===== config.mk =====
export PLATFORM = sky130hd
export DESIGN_NAME = irq_move_cmd
export DESIGN_NICKNAME = d
export VERILOG_FILES = /design/src/rtl/imc_pkg.sv /design/src/rtl/imc_index_field.sv /design/src/rtl/imc_seq.sv /design/src/rtl/irq_move_cmd.sv
export SDC_FILE = /design/constraint.sdc
export NUM_CORES = 1
export LEC_CHECK = 0
export BUFFER_PORTS_ARGS = -buffer_cell sky130_fd_sc_hd__buf_4
export CORE_MARGIN = 2
export CORE_UTILIZATION = 45
export DETAILED_ROUTE_END_ITERATION = 16
export PLACE_DENSITY_LB_ADDON = 0.3
export SETUP_SLACK_MARGIN = 0.5
export SKIP_CTS_REPAIR_TIMING = 1
export SYNTH_ARGS = -nofsm -noshare
export SYNTH_HDL_FRONTEND = slang
export SYNTH_HIERARCHICAL = 1
export SYNTH_SLANG_ARGS = --single-unit

===== constraint.sdc =====
create_clock -name clk -period 5.3 [get_ports clk]
set_input_delay 0.795 -clock clk [delete_from_list [all_inputs] [get_ports clk]]
set_output_delay 0.795 -clock clk [all_outputs]
set_load 0.1 [all_outputs]

===== src/rtl/imc_pkg.sv =====
package imc_pkg;
  localparam logic [7:0] OPC_MOVE_ALL = 8'h0E;
  localparam int DW_BYTES = 8;
  localparam int WORD_A_OFF = 2 * DW_BYTES;
  localparam int WORD_B_OFF = 3 * DW_BYTES;

  typedef enum logic [1:0] {
    S_IDLE,
    S_FETCH_A,
    S_FETCH_B,
    S_MOVE
  } imc_state_e;
endpackage


===== src/rtl/imc_index_field.sv =====
module imc_index_field #(
  parameter int DATA_W = 64,
  parameter int IDX_LSB = 16,
  parameter int IDX_W = 36
) (
  input  logic [DATA_W-1:0] word,
  input  logic [IDX_W-1:0]  limit,
  output logic [IDX_W-1:0]  idx,
  output logic              in_range
);
  localparam int IDX_MSB = IDX_LSB + IDX_W - 1;

  always_comb begin
    idx      = word[IDX_MSB:IDX_LSB];
    in_range = (idx < limit);
  end
endmodule


===== src/rtl/imc_seq.sv =====
module imc_seq
  import imc_pkg::*;
#(
  parameter int ADDR_W = 48,
  parameter int IDX_W = 36
) (
  input  logic              clk,
  input  logic              rst,
  input  logic              cmd_take,
  input  logic [ADDR_W-1:0] cmd_base,
  output logic              cmd_ready,
  output logic              rd_req_valid,
  input  logic              rd_req_ready,
  output logic [ADDR_W-1:0] rd_req_addr,
  input  logic              rd_rsp_valid,
  input  logic              rd_rsp_err,
  input  logic [IDX_W-1:0]  fld_idx,
  input  logic              fld_ok,
  output logic              mv_start,
  output logic [IDX_W-1:0]  mv_src,
  output logic [IDX_W-1:0]  mv_dst,
  input  logic              mv_done,
  output logic              res_valid,
  output logic              res_stall,
  output logic              res_log_err
);
  localparam logic [ADDR_W-1:0] OFF_A = ADDR_W'(WORD_A_OFF);
  localparam logic [ADDR_W-1:0] OFF_B = ADDR_W'(WORD_B_OFF);

  imc_state_e        state;
  logic [ADDR_W-1:0] base_q;
  logic [IDX_W-1:0]  first_q;
  logic              rsp_take;

  assign cmd_ready = (state == S_IDLE);
  assign rsp_take  = rd_rsp_valid && !rd_req_valid;

  always_ff @(posedge clk) begin
    if (rst) begin
      state        <= S_IDLE;
      base_q       <= '0;
      first_q      <= '0;
      rd_req_valid <= 1'b0;
      rd_req_addr  <= '0;
      mv_start     <= 1'b0;
      mv_src       <= '0;
      mv_dst       <= '0;
      res_valid    <= 1'b0;
      res_stall    <= 1'b0;
      res_log_err  <= 1'b0;
    end else begin
      mv_start  <= 1'b0;
      res_valid <= 1'b0;
      if (rd_req_valid && rd_req_ready) rd_req_valid <= 1'b0;
      case (state)
        S_IDLE: begin
          if (cmd_take) begin
            base_q       <= cmd_base;
            rd_req_addr  <= cmd_base + OFF_A;
            rd_req_valid <= 1'b1;
            state        <= S_FETCH_A;
          end
        end
        S_FETCH_A: begin
          if (rsp_take) begin
            if (rd_rsp_err) begin
              res_valid <= 1'b1; res_stall <= 1'b1; res_log_err <= 1'b0;
              state     <= S_IDLE;
            end else if (!fld_ok) begin
              res_valid <= 1'b1; res_stall <= 1'b0; res_log_err <= 1'b1;
              state     <= S_IDLE;
            end else begin
              first_q      <= fld_idx;
              rd_req_addr  <= base_q + OFF_B;
              rd_req_valid <= 1'b1;
              state        <= S_FETCH_B;
            end
          end
        end
        S_FETCH_B: begin
          if (rsp_take) begin
            if (rd_rsp_err) begin
              res_valid <= 1'b1; res_stall <= 1'b1; res_log_err <= 1'b0;
              state     <= S_IDLE;
            end else if (!fld_ok) begin
              res_valid <= 1'b1; res_stall <= 1'b0; res_log_err <= 1'b1;
              state     <= S_IDLE;
            end else if (fld_idx == first_q) begin
              res_valid <= 1'b1; res_stall <= 1'b0; res_log_err <= 1'b0;
              state     <= S_IDLE;
            end else begin
              mv_src   <= first_q;
              mv_dst   <= fld_idx;
              mv_start <= 1'b1;
              state    <= S_MOVE;
            end
          end
        end
        S_MOVE: begin
          if (mv_done) begin
            res_valid <= 1'b1; res_stall <= 1'b0; res_log_err <= 1'b0;
            state     <= S_IDLE;
          end
        end
        default: state <= S_IDLE;
      endcase
    end
  end
endmodule


===== src/rtl/irq_move_cmd.sv =====
module irq_move_cmd
  import imc_pkg::*;
#(
  parameter int ADDR_W = 48,
  parameter int DATA_W = 64,
  parameter int IDX_LSB = 16,
  parameter int IDX_W = 36
) (
  input  logic              clk,
  input  logic              rst,
  input  logic              cmd_valid,
  input  logic [7:0]        cmd_opcode,
  input  logic [ADDR_W-1:0] cmd_base,
  output logic              cmd_ready,
  input  logic [IDX_W-1:0]  num_targets,
  output logic              rd_req_valid,
  input  logic              rd_req_ready,
  output logic [ADDR_W-1:0] rd_req_addr,
  input  logic              rd_rsp_valid,
  input  logic              rd_rsp_err,
  input  logic [DATA_W-1:0] rd_rsp_data,
  output logic              mv_start,
  output logic [IDX_W-1:0]  mv_src,
  output logic [IDX_W-1:0]  mv_dst,
  input  logic              mv_done,
  output logic              res_valid,
  output logic              res_stall,
  output logic              res_log_err
);
  logic             cmd_take;
  logic [IDX_W-1:0] fld_idx;
  logic             fld_ok;

  assign cmd_take = cmd_valid && cmd_ready && (cmd_opcode == OPC_MOVE_ALL);

  imc_index_field #(
    .DATA_W (DATA_W),
    .IDX_LSB(IDX_LSB),
    .IDX_W  (IDX_W)
  ) u_field (
    .word    (rd_rsp_data),
    .limit   (num_targets),
    .idx     (fld_idx),
    .in_range(fld_ok)
  );

  imc_seq #(
    .ADDR_W(ADDR_W),
    .IDX_W (IDX_W)
  ) u_seq (
    .clk         (clk),
    .rst         (rst),
    .cmd_take    (cmd_take),
    .cmd_base    (cmd_base),
    .cmd_ready   (cmd_ready),
    .rd_req_valid(rd_req_valid),
    .rd_req_ready(rd_req_ready),
    .rd_req_addr (rd_req_addr),
    .rd_rsp_valid(rd_rsp_valid),
    .rd_rsp_err  (rd_rsp_err),
    .fld_idx     (fld_idx),
    .fld_ok      (fld_ok),
    .mv_start    (mv_start),
    .mv_src      (mv_src),
    .mv_dst      (mv_dst),
    .mv_done     (mv_done),
    .res_valid   (res_valid),
    .res_stall   (res_stall),
    .res_log_err (res_log_err)
  );
endmodule


==> reports/metrics.sh, run 1 <==
ROUTED-VIA-COUNT=11500
ROUTE.MET2.WL_MM=17.3
SYNTH_CELLS=1492
FINALSETUPTNS_NS=0
STD_CELL_ROWS=58
GRT_START_MAX_NET_PINS=86
TIMING.CRITICAL_PATH.FANOUT_MAX=20
ANTENNA_FOUND_INITIAL=1
YOSYS_MOST_USED_DFF='sky130_fd_sc_hd__dfxtp_1'
POST-SYNTH-TOP-AREA-CELL='sky130_fd_sc_hd__dfxtp_1'
FLOORPLAN.DIE_AREA_UM2=26800
FINALSETUPVIOLCOUNT=0
PORTBUFFERS=260
ASYNCSETRESETFLOPFRACSYNTH_PCT=0
COUNT_OF_DISTINCT_CELL_TYPES_IN_THE_SYNTHESIZED_NETLIST=71
SYNTHTOLAYOUTAREAGROWTH_PCT=23.2
SYNTH_TOP_FAMILY_BY_AREA='simple AND/OR/NAND/NOR gates'
WORSTPATHARRIVAL_NS=4.37
WORST_PIN_SLEW_NS=1.07
SYNTHESIS.NETS=1696
FIN_CRIT_SH_PCT=75.2
END_KIND='register'
DIE_OUTLINE_WIDTH_UM=164
POSTSYNTHREGISTERBITS=211
TIMING.FINAL.WS_SETUP_NS=1.31
SLEW_VIOLATIONS=0
DIODES=0
DIE_H_UM=164
WIRE_LENGTH_OF_THE_FIRST_GLOBAL_ROUTING_PASS_MM=56.4
VIAS_IN_THE_FIRST_GLOBAL_ROUTE=10700
DRC_ERRORS=0
DRT_WL_TOTAL_MM=36.0
MAPPEDNETLISTAREA_UM2=11500
CTS.PATH.MAX_BUFFERS=3
PLACE.GP.CONGESTION=0.911
TRITONCTS_CLOCK_TREE='built'
DRT-INITIAL-DRC-COUNT=972
WORST_HOLD_SLACK_ACROSS_ALL_ENDPOINTS_NS=0.450
MAX_FREQ_MHz=251
HIGHEST_LAYER='met5'
SYNTHSIMPLEGATEAREAFRAC_PCT=23.8
WL_PER_CELL_UM=18.0
POST_SYNTH_FA_HA_MAJ_AREA_FRACTION_PCT=4.47
ANTENNA_VIOLATING_NETS_POST_ROUTE=0
TOP_LEVEL_PORTS=289
SYNTH_XOR_AREA_SHARE_PCT=8.02
TIMING.FINAL.CRIT_PERIOD_NS=3.99
SYNTH.MUX.AREA_FRACTION_PCT=0.698
YOSYSWARNINGCOUNT=6
VDD_IR_DROP_MAX_mV=0.194
SYNTH_COMPOUND_AREA_SHARE_PCT=18.5
INITIAL_CORE_UTIL_PCT=45.7
SYNTH-EDFF-COUNT=0
FINISH.NET_COUNT=1863
POST-ROUTE-UTIL_PCT=56.3
POWERDENSITY_nW_PER_UM2=260
CORE_UM2=25100
WORSTSETUPSTARTPOINTTYPE='primary input'
TIMING.MAX_SLEW.REL_SLACK_PCT=27.4
MET3_WIRELENGTH_MM=2.68
TIMING.MAX_CAP.VIOLATIONS=0
INSERTION_DELAY_NS=0.52
POST_ROUTE_CELLS_DRIVE_ABOVE_1_SHARE_PCT=20.4
RSZ_0062_RAISED_AFTER_GLOBAL_ROUTING='no'
GLOBAL_ROUTER_S_OVERALL_RESOURCE_USAGE_PCT=25.9
SYNTH-SEQ-AREA-SHARE_PCT=36.8
AVGVIACOUNTPERCELL=5.72
DETAILEDPLACEMENTHPWL_MM=25.2
NUMBER_OF_BUFFERS_ADDED_BY_THE_CLOCK_TREE_SYNTHESIS_STEP=23
CLK_TRANSITION_REPORTED_PATHS_NS=0.06
DRT-PASS1-ITER-COUNT=5
PATH_CLASS='in -> reg'
CTSHTREEMAXLEVEL=1
SYNTH_TOP_CELLS_BY_AREA='sky130_fd_sc_hd__dfxtp_1, sky130_fd_sc_hd__a21oi_1, sky130_fd_sc_hd__nand2_1'
RUN_STATUS='completed'
PLACE_WORST_SETUP_SLACK_NS=0.835
SKEW_NS=0.0198
LEAKAGEPOWER_uW=0.00549
WORSTHOLDPATHTYPE='reg -> reg'
POSTSYNTHAREAPERCELL_UM2=7.69
WORSTPATHREQUIRED_NS=5.69
WL_MET1_MM=14.8
GRT_REMAINING_OVERFLOW=0
NETLIST.AREA_LEADER.SHARE_PCT=36.8
NUMCLOCKSINKS=211
CLOCK-ROOT-BUFFER='sky130_fd_sc_hd__clkbuf_16'
TIMING_HOLD_VIOLATIONS_FINAL=0
-- stage by stage --
stage	power [uW]	cells	instance area [um^2]
2_1_floorplan	1850	1492	11500
3_3_place_gp	2000	1964	13300
3_5_place_dp	2000	1964	13300
4_1_cts	3690	2003	14100
5_1_grt	3790	2003	14100
6_report	3670	2003	14100
-- layout by cell type, fill, tap and decap left out, types with 6 or more instances in the layout --
master / synthesis / layout
sky130_fd_sc_hd__a21o_1: 8 / 8
sky130_fd_sc_hd__a211oi_1: 8 / 8
sky130_fd_sc_hd__nand2_1: 249 / 249
sky130_fd_sc_hd__a21oi_1: 196 / 195
sky130_fd_sc_hd__nor2_1: 44 / 44
sky130_fd_sc_hd__clkbuf_16: 0 / 23
sky130_fd_sc_hd__o21ai_0: 94 / 94
sky130_fd_sc_hd__o211ai_1: 13 / 13
sky130_fd_sc_hd__xor2_1: 70 / 70
sky130_fd_sc_hd__a22oi_1: 12 / 12
sky130_fd_sc_hd__inv_1: 54 / 54
sky130_fd_sc_hd__nor4_1: 32 / 32
sky130_fd_sc_hd__nand4_1: 37 / 37
sky130_fd_sc_hd__and4_1: 9 / 9
sky130_fd_sc_hd__dfxtp_1: 211 / 211
sky130_fd_sc_hd__o21a_1: 6 / 6
sky130_fd_sc_hd__xnor2_1: 35 / 35
sky130_fd_sc_hd__a31oi_1: 6 / 6
sky130_fd_sc_hd__ha_1: 41 / 41
sky130_fd_sc_hd__mux2i_1: 8 / 8
sky130_fd_sc_hd__nor3_1: 26 / 25
sky130_fd_sc_hd__nand3_1: 104 / 102
sky130_fd_sc_hd__nand3b_1: 9 / 9
sky130_fd_sc_hd__buf_4: 36 / 279
-- where the power goes --
| group | switching, uW | internal [uW] |
|---|---|---|
| clock network | 666 | 1030 |
| logic | 227 | 145 |
| registers | 6.00 | 1590 |
-- Yosys cell counts (all sizes together), types with 9 or more instances --
| master | count |
|---|---|
| clkbuf | 92 |
| and3 | 9 |
| buf | 46 |
| o211ai | 13 |
| and4 | 10 |
| xor2 | 70 |
| xnor2 | 35 |
| nand3 | 104 |
| nor2 | 44 |
| inv | 54 |
| o21ai | 97 |
| a22oi | 12 |
| nand2 | 250 |
| nand3b | 9 |
| nor3 | 27 |
| nor4 | 35 |
| a211oi | 9 |
| nand4 | 38 |
| dfxtp | 211 |
| a21oi | 198 |
| ha | 41 |
-- cell families after synthesis --
logic type | after synthesis
AOI/OAI and AO/OA | 375
xor gates and xnor gates | 105
adders and majority gates | 41
buffers and inverters | 193
DFF | 211
muxes | 8
and+or+nand+nor | 559
-- sequential cells by signal, indices dropped and copies added (netlist names) --
signal,flops
u_seq/rd_req_valid,1
u_seq/first_q,36
u_seq/rd_req_addr,48
u_seq/mv_src,36
u_seq/mv_dst,36
u_seq/res_log_err,1
u_seq/base_q,48
u_seq/state,2
u_seq/res_stall,1
u_seq/mv_start,1
u_seq/res_valid,1
-- path summary, 6_finish.rpt --
kind,startpoint,endpoint,slack [ns],cells past startpoint
max,rd_rsp_data[29],u_seq/rd_req_addr[40]$_SDFFE_PP0P_,1.31,14
min,u_seq/rd_req_addr[25]$_SDFFE_PP0P_,u_seq/rd_req_addr[25]$_SDFFE_PP0P_,0.45,2
max reg2reg,u_seq/state[0]$_SDFFE_PP0P_,u_seq/rd_req_addr[26]$_SDFFE_PP0P_,2.38,8
min reg2reg,u_seq/rd_req_addr[25]$_SDFFE_PP0P_,u_seq/rd_req_addr[25]$_SDFFE_PP0P_,0.45,2
-- per-layer routing --
layer | track usage, % | vias up
li1 | - | 5539
met1 | 34.0 | 5309
met2 | 43.9 | 521
met3 | 3.02 | 82
met4 | 9.53 | 2
met5 | 0 | -
-- worst max-delay path, cell delays in order --
cell and delay [ns]:
sky130_fd_sc_hd__buf_4 0.13, sky130_fd_sc_hd__ha_1 0.33, sky130_fd_sc_hd__a21oi_2 0.13, sky130_fd_sc_hd__o21ai_1 0.12, sky130_fd_sc_hd__a221o_1 0.39, sky130_fd_sc_hd__a2111o_1 0.42, sky130_fd_sc_hd__a211oi_2 0.38, sky130_fd_sc_hd__nor2b_1 0.19
sky130_fd_sc_hd__buf_4 0.18, sky130_fd_sc_hd__nand2_1 0.11, sky130_fd_sc_hd__a21o_1 0.44, sky130_fd_sc_hd__buf_4 0.32, sky130_fd_sc_hd__a222oi_1 0.36, sky130_fd_sc_hd__nor2_1 0.06
-- cell type report --
cell class,instances,area (um^2)
Clock inverter,10,163
Timing Repair Buffer,280,2110
Inverter,55,206
Fill cell,2377,11000
Clock buffer,29,628
Multi-Input combinational cell,1088,6390
Sequential cell,211,4220
Tap cell,330,413
Note: power is estimated with default switching activity, not from simulation.
==> run 2: changes to the inputs <==
==> constraint.sdc (replaced) <==
create_clock -name clk -period 3.6 [get_ports clk]
set_input_delay 0.54 -clock clk [delete_from_list [all_inputs] [get_ports clk]]
set_output_delay 0.54 -clock clk [all_outputs]
set_load 0.1 [all_outputs]
==> reports/metrics.sh, run 2 (synthesis results as in run 1) <==
FINALSETUPVIOLCOUNT=0
FIN_CRIT_SH_PCT=86.4
TOTAL_POWER_uW=5640
CP_CELL_SEQUENCE='buf_6, inv_12, ha_4, and4_1, a221o_1, a2111o_1, a211oi_2, nor2b_4, nand2_2, a21o_4, buf_12, a222oi_1, nor2_1'
INSERTION_DELAY_NS=0.52
DETAILEDPLACEMENTHPWL_MM=26.0
VIAS_IN_THE_FIRST_GLOBAL_ROUTE=10800
TIMING.FINAL.CRIT_PERIOD_NS=3.11
DIE_H_UM=164
DRT-INITIAL-DRC-COUNT=1021
DIODES=0
GRT_START_MAX_NET_PINS=92
PATH_CLASS='in -> reg'
STD_CELL_ROWS=58
WORSTHOLDPATHTYPE='in -> reg'
SEQCELLAREA_UM2=4220
FINALSETUPTNS_NS=0
DRT-PASS1-ITER-COUNT=5
WL_PER_CELL_UM=17.8
MAX_FREQ_MHz=322
CLOCK-ROOT-BUFFER='sky130_fd_sc_hd__clkbuf_16'
WORST_PIN_SLEW_NS=0.688
TIMING.CRITICAL_PATH.SLOWEST_CELL_DELAY_NS=0.42
MOST_COMMON_LIBRARY_CELL_IN_THE_LAYOUT_IGNORING_FILL_AND_TAPS='sky130_fd_sc_hd__buf_4'
TOP_LEVEL_PORTS=289
CTSHTREEMAXLEVEL=1
MULTI_INPUT_COMB_AREA_UM2=6510
TIMING.FINAL.WS_SETUP_NS=0.491
DRT_WL_TOTAL_MM=36.4
WORSTPATHARRIVAL_NS=3.48
REGTOREGSTARTPOINT='u_seq/state[1]$_SDFFE_PP0P_'
DRC_ERRORS=0
LEAKAGEPOWER_uW=0.00579
REGISTERS_WITH_THE_HIGHEST_FLIP_FLOP_COUNTS='u_seq/base_q (48), u_seq/rd_req_addr (48)'
HOLD_PATH.STARTPOINT='cmd_base[2]'
END_KIND='register'
SETUP.WORST_PATH.START='num_targets[19]'
POWERDENSITY_nW_PER_UM2=382
CTS.PATH.MAX_BUFFERS=3
CORE_UM2=25100
POST_ROUTE_CELLS_DRIVE_ABOVE_1_SHARE_PCT=23.3
TIMING.CRITICAL_PATH.FANOUT_MAX=12
NUMBER_OF_BUFFERS_ADDED_BY_THE_CLOCK_TREE_SYNTHESIS_STEP=24
R2R_SLACK_NS=0.90
WORSTSETUPSTARTPOINTTYPE='primary input'
WORSTPATHREQUIRED_NS=3.97
R2R_END='u_seq/rd_req_addr[39]$_SDFFE_PP0P_'
ANTENNA_FOUND_INITIAL=1
SLEW_VIOLATIONS=0
RUN_STATUS='completed'
NUMCLOCKSINKS=211
INITIAL_CORE_UTIL_PCT=45.7
TIMING.MAX_SLEW.REL_SLACK_PCT=54.1
FINISH.NET_COUNT=1902
CLK_TRANSITION_REPORTED_PATHS_NS=0.06
FILLER_CELL_COUNT=2318
ANTENNA_VIOLATING_NETS_POST_ROUTE=0
ROUTED-VIA-COUNT=11500
VDD_IR_DROP_MAX_mV=0.274
WHS_ENDPOINT='u_seq/base_q[2]$_SDFFE_PP0P_'
SKEW_NS=0.0124
SYNTHTOLAYOUTAREAGROWTH_PCT=28.8
FLOORPLAN.DIE_AREA_UM2=26800
TIMING_HOLD_VIOLATIONS_FINAL=0
GLOBAL_ROUTER_S_OVERALL_RESOURCE_USAGE_PCT=26.1
PLACE.GP.CONGESTION=0.848
AVGVIACOUNTPERCELL=5.64
WIRE_LENGTH_OF_THE_FIRST_GLOBAL_ROUTING_PASS_MM=56.6
CRIT_SLOWEST_CELL='sky130_fd_sc_hd__a2111o_1'
TIMING.MAX_CAP.VIOLATIONS=0
REG2REG_DEPTH=10
PLACE_WORST_SETUP_SLACK_NS=-0.191
TRITONCTS_CLOCK_TREE='built'
DIE_OUTLINE_WIDTH_UM=164
RSZ_0062_RAISED_AFTER_GLOBAL_ROUTING='no'
CELLS_ON_WORST_HOLD_PATH=3
GRT_REMAINING_OVERFLOW=0
FINAL_CELL_MIX='sky130_fd_sc_hd__buf_4, sky130_fd_sc_hd__nand2_1, sky130_fd_sc_hd__dfxtp_1'
PORTBUFFERS=260
-- run 2: cell count changes in the layout (fill, tap and decap cells not counted), sizes merged --
cell    delta
inv        -1
clkbuf     +3
buf       +38
bufinv     +1
-- run 2: how the worst max path moves through the flow --
stage / slack, ns / depth (start not counted) / endpoint
floorplan: 0.39 / 14 / u_seq/rd_req_addr[24]$_SDFFE_PP0P_
global placement: -0.1 / 12 / u_seq/rd_req_addr[39]$_SDFFE_PP0P_
detailed placement: -0.19 / 13 / u_seq/rd_req_addr[23]$_SDFFE_PP0P_
CTS: 0.30 / 13 / u_seq/rd_req_addr[24]$_SDFFE_PP0P_
global route: 0.46 / 13 / u_seq/rd_req_addr[40]$_SDFFE_PP0P_
finish: 0.49 / 13 / u_seq/rd_req_addr[24]$_SDFFE_PP0P_
-- run 2: per-stage QoR --
step | util [%] | instance area (um^2) | hold WS [ns] | instances
floorplan | - | 11600 | 0.436 | 1492
global placement | 55.0 | 13800 | 0.442 | 2000
detailed placement | 55.0 | 13800 | 0.447 | 2000
CTS | 58.5 | 14700 | 0.269 | 2042
global route | 58.8 | 14800 | 0.277 | 2044
finish | 58.8 | 14800 | 0.287 | 2044
-- run 2: worst max-delay path: cells and delay by family --
kind	cells	cell delay, ns
fa+ha+maj	1	0.22
buf+inv	3	0.28
simple gates	4	0.69
compound gates	5	1.74
-- run 2: area by class of cell --
cell class / instances / share of cell area (%)
Clock buffer: 32 / 4.75
Clock inverter: 10 / 1.22
Inverter: 55 / 1.52
Multi-Input combinational cell: 1088 / 44.1
Sequential cell: 211 / 28.6
Tap cell: 330 / 2.79
Timing Repair Buffer: 318 / 17.1
-- run 2: routing by layer --
layer | wire (um) | GRT usage [%]
met1 | 14900 | 33.6
met2 | 18100 | 45.4
met3 | 2380 | 3.15
met4 | 1000 | 8.73
met5 | 13 | 0
-- run 2: report_power, final --
part	switching, uW	internal (uW)
clock	979	1720
sequential	8.26	2350
combinational	348	240
